--- src/rtl/qb_pkg.sv ---
// Package: shared definitions for the quasi-bidirectional port controller.
// Assumes: nothing beyond standard SystemVerilog.
package qb_pkg;
    // Drive request produced by one pin cell.
    typedef struct packed {
        logic pull_dn;
        logic boost;
    } pin_drive_t;

    // Level the bus clock is assumed to idle at.
    localparam logic SCL_IDLE = 1'b1;
endpackage

--- src/rtl/qb_scl_fall.sv ---
// Module: qb_scl_fall
// Brings the asynchronous bus clock into the clk domain through a chain of
// STAGES flip-flops. It flags one clk cycle for each falling edge seen.
// Assumes: bus_scl high and low phases each last longer than a clk period.
module qb_scl_fall
    import qb_pkg::*;
#(
    parameter int STAGES = 2
) (
    input  logic clk,
    input  logic rst_n,
    input  logic bus_scl,
    output logic scl_fall
);
    localparam int LAST = STAGES - 1;

    logic [LAST:0] sync_q;
    logic          prev_q;

    // Shift the bus clock through the synchroniser and keep the previous value.
    always_ff @(posedge clk) begin
        if (!rst_n) begin
            sync_q <= {STAGES{SCL_IDLE}};
            prev_q <= SCL_IDLE;
        end else begin
            sync_q <= {sync_q[LAST-1:0], bus_scl};
            prev_q <= sync_q[LAST];
        end
    end

    // Falling edge: was high, is now low.
    always_comb scl_fall = prev_q & ~sync_q[LAST];
endmodule

--- src/rtl/qb_pin_cell.sv ---
// Module: qb_pin_cell
// One pin: an output latch bit, plus a strong pull-up request that is armed
// by a 0->1 write and dropped by the next bus-clock fall or by a write of 0.
// Assumes: wr_stb lasts one clk cycle per write.
module qb_pin_cell
    import qb_pkg::*;
(
    input  logic       clk,
    input  logic       rst_n,
    input  logic       wr_stb,
    input  logic       wr_bit,
    input  logic       scl_fall,
    output pin_drive_t drive
);
    logic latch_q;
    logic boost_q;
    logic rise_req;

    // A write that turns a 0 into a 1 asks for the strong pull-up.
    always_comb rise_req = wr_stb & wr_bit & ~latch_q;

    // Output latch: all ones after reset, loaded on each write.
    always_ff @(posedge clk) begin
        if (!rst_n)      latch_q <= 1'b1;
        else if (wr_stb) latch_q <= wr_bit;
    end

    // Strong pull-up: a new rise wins over a fall in the same cycle; a write of 0 clears it.
    always_ff @(posedge clk) begin
        if (!rst_n)                 boost_q <= 1'b0;
        else if (rise_req)          boost_q <= 1'b1;
        else if (wr_stb && !wr_bit) boost_q <= 1'b0;
        else if (scl_fall)          boost_q <= 1'b0;
    end

    // Drive request for the pad.
    always_comb begin
        drive.pull_dn = ~latch_q;
        drive.boost   = boost_q;
    end
endmodule

--- src/rtl/qb_in_sync.sv ---
// Module: qb_in_sync
// A synchroniser of STAGES flip-flops for a WIDTH-bit vector of pad levels.
// Assumes: each bit is handled on its own; no cross-bit coherence is promised.
module qb_in_sync #(
    parameter int WIDTH  = 8,
    parameter int STAGES = 2
) (
    input  logic             clk,
    input  logic             rst_n,
    input  logic [WIDTH-1:0] d_async,
    output logic [WIDTH-1:0] q_sync
);
    logic [WIDTH-1:0] chain_q [STAGES];

    // Capture stage: reset to high, the level of an idle pad.
    always_ff @(posedge clk) begin
        if (!rst_n) chain_q[0] <= '1;
        else        chain_q[0] <= d_async;
    end

    for (genvar s = 1; s < STAGES; s++) begin : g_stage
        // Each further stage re-registers the one before it.
        always_ff @(posedge clk) begin
            if (!rst_n) chain_q[s] <= '1;
            else        chain_q[s] <= chain_q[s-1];
        end
    end

    always_comb q_sync = chain_q[STAGES-1];
endmodule

--- src/rtl/qb_port_ctrl.sv ---
// Module: qb_port_ctrl (top)
// Control for a quasi-bidirectional port: per-pin latch, pull-down enable,
// one-shot strong pull-up timed by the bus clock's falling edge, and
// synchronised read-back of the pad levels.
// Assumes: the pads supply a weak pull-up at all times; bus_scl is asynchronous.
module qb_port_ctrl
    import qb_pkg::*;
#(
    parameter int WIDTH      = 8,
    parameter int SYNC_DEPTH = 2
) (
    input  logic             clk,
    input  logic             rst_n,
    input  logic             wr_stb,
    input  logic [WIDTH-1:0] wr_data,
    input  logic             bus_scl,
    input  logic [WIDTH-1:0] pin_in,
    output logic [WIDTH-1:0] pdn_en,
    output logic [WIDTH-1:0] boost_en,
    output logic [WIDTH-1:0] rd_data
);
    logic       scl_fall;
    pin_drive_t drv [WIDTH];

    // Bus-clock falling-edge detector.
    qb_scl_fall #(.STAGES(SYNC_DEPTH)) u_fall (
        .clk      (clk),
        .rst_n    (rst_n),
        .bus_scl  (bus_scl),
        .scl_fall (scl_fall)
    );

    for (genvar i = 0; i < WIDTH; i++) begin : g_pin
        // One latch and boost cell per pin.
        qb_pin_cell u_cell (
            .clk      (clk),
            .rst_n    (rst_n),
            .wr_stb   (wr_stb),
            .wr_bit   (wr_data[i]),
            .scl_fall (scl_fall),
            .drive    (drv[i])
        );
        // Spread the drive request out to the pad outputs.
        always_comb begin
            pdn_en[i]   = drv[i].pull_dn;
            boost_en[i] = drv[i].boost;
        end
    end

    // Read path: synchronised pad levels.
    qb_in_sync #(.WIDTH(WIDTH), .STAGES(SYNC_DEPTH)) u_rd (
        .clk     (clk),
        .rst_n   (rst_n),
        .d_async (pin_in),
        .q_sync  (rd_data)
    );
endmodule

--- config.mk ---
export PLATFORM = sky130hd
export DESIGN_NAME = qb_port_ctrl
export DESIGN_NICKNAME = d
export VERILOG_FILES = /design/src/rtl/qb_pkg.sv /design/src/rtl/qb_scl_fall.sv /design/src/rtl/qb_pin_cell.sv /design/src/rtl/qb_in_sync.sv /design/src/rtl/qb_port_ctrl.sv
export SDC_FILE = /design/constraint.sdc
export NUM_CORES = 1
export LEC_CHECK = 0
export BUFFER_PORTS_ARGS = -buffer_cell sky130_fd_sc_hd__buf_2
export CORE_MARGIN = 3
export CORE_UTILIZATION = 25
export CTS_CLUSTER_SIZE = 20
export DETAILED_ROUTE_END_ITERATION = 8
export PLACE_DENSITY_LB_ADDON = 0.05
export SETUP_SLACK_MARGIN = 0.05
export SYNTH_ARGS = -nofsm -noshare
export SYNTH_HDL_FRONTEND = slang
export SYNTH_SLANG_ARGS = --single-unit
--- constraint.sdc ---
create_clock -name clk -period 1.4 [get_ports clk]
set_input_delay 0.07 -clock clk [delete_from_list [all_inputs] [get_ports clk]]
set_output_delay 0.07 -clock clk [all_outputs]
set_load 0.05 [all_outputs]
==> qor.txt, run 1 <==
Outcome: completed
Clock tree root buffer cell: clkbuf_8
Final GP Congestion: 0.616
Post-CTS setup repair buffer count: 0
DRC viols: 0
Gate power share: 0.133
Share of cells above drive strength 1: 0.327
# hold bufs at CTS: 9
Final #Nets: 184
Initial core utilization: 0.270
CTS HTree Levels: 2
DP Wirelength: 1.62 mm
CP Class: flip-flop to flip-flop
First DRT Iteration DRCs: 36
Synth-to-Final Area Change: 31.0%
CTS resizes: 0
DP Cell Count: 213
Setup crit end kind: flip-flop
Crit path max fanout: 8
Worst slew margin: 0.708
Core Area: 4530 um2
Pwr dens: 1430 nW/um2
Clock Latency Late Sink: 0.28 ns
Startpoint Class: flip-flop
Net Sw Frac: 0.250
Clock share of power: 0.406
GRT overflow: 0
Internal power: 1720 uW
First-pass GRT wire length: 3.97 mm
Hold Crit Class: input port to flip-flop
Worst-margin pin slew: 0.438 ns
RSZ-0062 raised after global routing: false
Distinct cells, synth: 14
Die Footprint: 5770 um2
Largest net degree at the start of global routing: 26
Initial antenna violation count: 0
Delay-heaviest family, CP: simple AND/OR/NAND/NOR gates
CTS tree: yes
Max_cap viols: 0
Syn Area/Cell: 10.3 um2
Seq/Total Area, Yosys: 0.573
Vias: 876
Sw Pwr: 574 uW
Commonest non-fill, non-tap cell in the layout: buf_2
Site Rows: 24
TNS Setup: 0 ns
Vias in the first global route: 831
Post-synth net total: 139
Crit path largest cell delay: 0.31 ns
Cell Area, Synth: 1220 um2
Wirelength per Cell: 10.4 um
Antenna Cells: 0
Vias per inst: 3.81
Leak Pwr: 0.000739 uW
Synthesized netlist cell count: 119
Min Clock Period, post-route: 1.02 ns
Fill count: 512
Final hold vios: 0
Total power: 2290 uW
Worst VDD drop: 0.507 mV
Synth Warn #: 0
Global Route Usage Sum: 0.0890
Clock-pin slew on the worst setup and hold paths: 0.07 ns
Die height: 76.0 um
Antenna-violating nets left: 0
Total CTS buffers: 5
Period utilization: 0.728
Maximum clock rate: 0.981 GHz
Worst EP required: 1.57 ns
Final setup viols: 0
Max-slew violations: 0
Port bufs: 43
Critical path cell sequence: nand2b_1, a22oi_1, nor2_1
Most frequent cells in the layout: buf_2 (43), dfxtp_1 (35), nand2b_1 (15)
Post-route clock skew: 0.00460 ns
Hold Worst Slack: 0.0137 ns
Drt first pass iters: 4
Num ports: 44
Max Root-Sink Buffers: 2
Slowest CP cell: dfxtp_1
Clk sinks: 35
Reg power frac: 0.461
WP buf/inv: 0
Final std cells w/o fill: 230
DRT Wirelength: 2.39 mm
Flops & latches, synth: 35
Die Wd: 76.0 um
Critical path arrival: 1.19 ns
## worst min-delay path, stage by stage
cell and delay [ns]:
buf_2 0.09, nand2_1 0.04, o211ai_1 0.06
## metrics by stage
step / setup slack [ns] / instance area [um2] / util
final: 0.381 / 1600 / 0.353
after global routing: 0.253 / 1600 / 0.353
after CTS: 0.362 / 1600 / 0.353
after detailed placement: 0.385 / 1400 / 0.308
after global placement: 0.417 / 1400 / 0.308
after floorplan: 0.465 / 1220 / -
## per-layer routing
metal  up-vias  track usage  share of wire
li1        463            -              -
met1       379        0.110           0.49
met2        32        0.123           0.42
met3         2       0.0474          0.078
met4         0       0.0489         0.0096
met5         -            0              0
## path summary, 6_finish.rpt
kind	from	end	slack (ns)	cells past startpoint
worst max-delay path	u_fall.sync_q[1]$_SDFF_PN1_	g_pin[4].u_cell.boost_q$_SDFFE_PN0P_	0.38	3
worst min-delay path	wr_data[2]	g_pin[2].u_cell.latch_q$_SDFFE_PN1P_	0.01	3
worst max register to register	u_fall.sync_q[1]$_SDFF_PN1_	g_pin[4].u_cell.boost_q$_SDFFE_PN0P_	0.38	3
worst min register to register	u_fall.sync_q[0]$_SDFF_PN1_	u_fall.sync_q[1]$_SDFF_PN1_	0.40	1
## area by class of cell
class                   instances  area [um2]  area share
repair buffers                 53         313       0.195
well taps                      65        81.3      0.0507
inverters                       9        33.8      0.0211
clock buffers                   6        82.6      0.0515
clock inverters                 2        35.0      0.0219
flip-flops and latches         35         701       0.437
multi-input cells              60         357       0.222
## flip-flops by register name (all words and copies together) (netlist names)
signal                count
u_rd.chain_q             16
g_pin.u_cell.boost_q      8
g_pin.u_cell.latch_q      8
u_fall.sync_q             2
u_fall.prev_q             1
## cell families (layout without fill, tap and decap cells)
group           after synthesis  in the layout  share of synthesized area
compound gates               24             24                      0.135
buf+inv                      24             70                      0.136
flops                        35             35                      0.573
simple gates                 36             36                      0.156
## Yosys cell counts, drive strengths merged
cell,number,area [um2]
dfxtp,35,701
nand2b,15,93.8
buf,14,128
inv,9,33.8
a22oi,8,65.1
nand2,8,30.0
nor2,8,30.0
o211ai,8,60.1
o21ai,8,40.0
or2b,5,37.5
clkbuf,1,5.00
## power groups by stage
stage          clock [uW]  sequential [uW]  combinational, uW
3_3_place_gp            0             1080                288
6_report              932             1060                306
2_1_floorplan           0             1110                206
5_1_grt              1030             1060                332
4_1_cts               972             1060                311
3_5_place_dp            0             1080                291
No activity file was read; power rests on OpenSTA's default activity.
==> run 2: changes to the inputs <==
- ABC_AREA: not set -> 1
- clock period: 1.4 -> 1 ns (I/O delays scaled with it)
==> qor.txt, run 2 <==
Commonest non-fill, non-tap cell in the layout: dfxtp_1
Post-route clock skew: 0.00622 ns
Vias in the first global route: 950
Synth async-reset ratio: 0
Vias per inst: 3.85
Cell Area, Synth: 1240 um2
Post-synth top area share: 0.565
R2R depth: 4
Min Clock Period, post-route: 0.901 ns
Final std cells w/o fill: 247
Post-CTS setup repair buffer count: 0
Die Wd: 76.4 um
Share of cells above drive strength 1: 0.302
Largest net degree at the start of global routing: 33
Synth-to-Final Area Change: 33.6%
Max reg flops: 16
GRT overflow: 0
Largest regs: u_rd.chain_q (16), g_pin.u_cell.boost_q (8), g_pin.u_cell.latch_q (8)
RSZ-0062 raised after global routing: false
Num ports: 44
Period utilization: 0.901
Setup crit end kind: primary output
First-pass GRT wire length: 4.26 mm
Worst VDD drop: 0.950 mV
TNS Setup: 0 ns
Post-synth net total: 156
Fill count: 505
Reg-to-Reg End: g_pin[4].u_cell.boost_q$_SDFFE_PN0P_
Final setup viols: 0
Total CTS buffers: 5
Syn Area/Cell: 9.12 um2
Port bufs: 43
Hold Crit Start: wr_data[1]
Synth Warn #: 0
Antenna Cells: 0
Most frequent cells in the layout: dfxtp_1 (35), buf_2 (27), inv_1 (16), or2_1 (16), a21oi_1 (15)
DRT Wirelength: 2.43 mm
Critical path arrival: 0.85 ns
Startpoint Class: flip-flop
Total power: 2900 uW
Hold depth: 3
Biggest register: u_rd.chain_q
Initial antenna violation count: 0
Final hold vios: 0
Drt first pass iters: 4
Crit path max fanout: 3
Site Rows: 24
Hold Worst Slack: 0.00981 ns
Hold path endpoint: g_pin[1].u_cell.latch_q$_SDFFE_PN1P_
Antenna-violating nets left: 0
CP Class: flip-flop to primary output
DP Cell Count: 230
Leak Pwr: 0.000769 uW
DP Wirelength: 1.66 mm
Worst slew margin: 0.686
Hold Crit Class: input port to flip-flop
Register area: 701 um2
Global Route Usage Sum: 0.0918
Most frequent cell after synthesis: dfxtp_1
Wirelength per Cell: 9.84 um
Clk sinks: 35
Multi-input logic area: 353 um2
Synth top area cells: dfxtp_1 (57%), or2_1 (8.1%), a21oi_1 (6.1%)
Die height: 76.4 um
Max-slew violations: 0
R2r setup slk: 0.20 ns
Final #Nets: 202
Initial core utilization: 0.272
Clock tree root buffer cell: clkbuf_8
Worst EP required: 0.95 ns
Pwr dens: 1750 nW/um2
Synth area leader: dfxtp_1
DRC viols: 0
Ys flop type: dfxtp_1
Outcome: completed
Seq/Total Area, Yosys: 0.565
Clock Latency Late Sink: 0.28 ns
R2R Path Start: u_fall.sync_q[1]$_SDFF_PN1_
Max_cap viols: 0
CTS tree: yes
Distinct cells, synth: 12
Top post-synthesis cells by count: dfxtp_1 (35), inv_1 (17), or2_1 (16), a21oi_1 (15)
Vias: 950
Clock-pin slew on the worst setup and hold paths: 0.07 ns
Maximum clock rate: 1.11 GHz
Final GP Congestion: 0.736
Core Area: 4560 um2
First DRT Iteration DRCs: 49
Synthesized netlist cell count: 136
CTS HTree Levels: 2
Worst-margin pin slew: 0.471 ns
Post-synth EDFFs: 0
Flops & latches, synth: 35
Max Root-Sink Buffers: 2
Die Footprint: 5840 um2
Cell Area, Placed: 1420 um2
Post-Layout Inst Area: 1660 um2
==> run 2: cell count changes in the layout (fill, tap and decap cells not counted), sizes merged, moves of 4 or more <==
cell    change
or2b        -5
a21oi      +15
clkbuf      +4
nand3      +14
or2        +18
a22oi       -8
nand2b     -15
nand2       +6
nor2        -8
inv         +9
o211ai      -8
buf         -5
==> run 2: cell families (layout without fill, tap and decap cells) <==
logic type             Yosys count  in the layout  share of synthesized area
AOI/OAI and AO/OA               23             23                     0.0928
DFF                             35             35                      0.565
buffers and inverters           32             78                      0.152
and+or+nand+nor                 46             46                      0.190
==> run 2: area by class of cell <==
| type | count | area share |
|---|---|---|
| flip-flops and latches | 35 | 0.423 |
| repair buffers | 53 | 0.221 |
| multi-input cells | 69 | 0.213 |
| clock buffers | 6 | 0.0498 |
| well taps | 65 | 0.0491 |
| inverters | 18 | 0.0408 |
| clock inverters | 1 | 0.00302 |
==> run 2: routing by layer <==
layer	wire, um	global-route usage	part of all wire
met1	1130	0.102	0.46
met2	1110	0.147	0.46
met5	0	0	0
met4	42	0.0543	0.017
met3	149	0.0378	0.061
==> run 2: worst max path at each step <==
stage                                               from                                    to  slack (ns)  depth (start not counted)
floorplan           g_pin[2].u_cell.latch_q$_SDFFE_PN1P_  g_pin[2].u_cell.boost_q$_SDFFE_PN0P_        0.07                          3
global placement             u_fall.sync_q[1]$_SDFF_PN1_  g_pin[6].u_cell.boost_q$_SDFFE_PN0P_        0.14                          4
detailed placement           u_fall.sync_q[1]$_SDFF_PN1_  g_pin[4].u_cell.boost_q$_SDFFE_PN0P_         0.1                          4
CTS                 g_pin[6].u_cell.boost_q$_SDFFE_PN0P_                           boost_en[6]        0.05                          1
global route        g_pin[2].u_cell.latch_q$_SDFFE_PN1P_                             pdn_en[2]        0.05                          2
finish              g_pin[3].u_cell.latch_q$_SDFFE_PN1P_                             pdn_en[3]         0.1                          2
==> run 2: power by group <==
group / internal, uW / switching (uW) / total, uW / leakage, uW
combinational: 146 / 273 / 419 / 0.000433
clock: 540 / 462 / 1000 / 0.0000470
sequential: 1460 / 17.1 / 1480 / 0.000289
total: 2150 / 752 / 2900 / 0.000769
==> run 2: critical path, cell delays in order (launching register included) <==
cell	delay, ns
dfxtp_1	0.30
inv_1	0.08
buf_4	0.20
==> run 2: repair_timing <==
item	in CTS	in global routing
gates resized for setup	11	11
gates cloned	0	0
hold endpoints to repair	11	0
hold buffers	10	0
endpoints found under the setup margin	11	16
==> run 2: metrics by stage <==
step                 util  setup slack, ns
global route        0.363           0.0522
CTS                 0.357           0.0539
global placement    0.310            0.138
floorplan               -           0.0690
detailed placement  0.310           0.0980
finish              0.363           0.0993
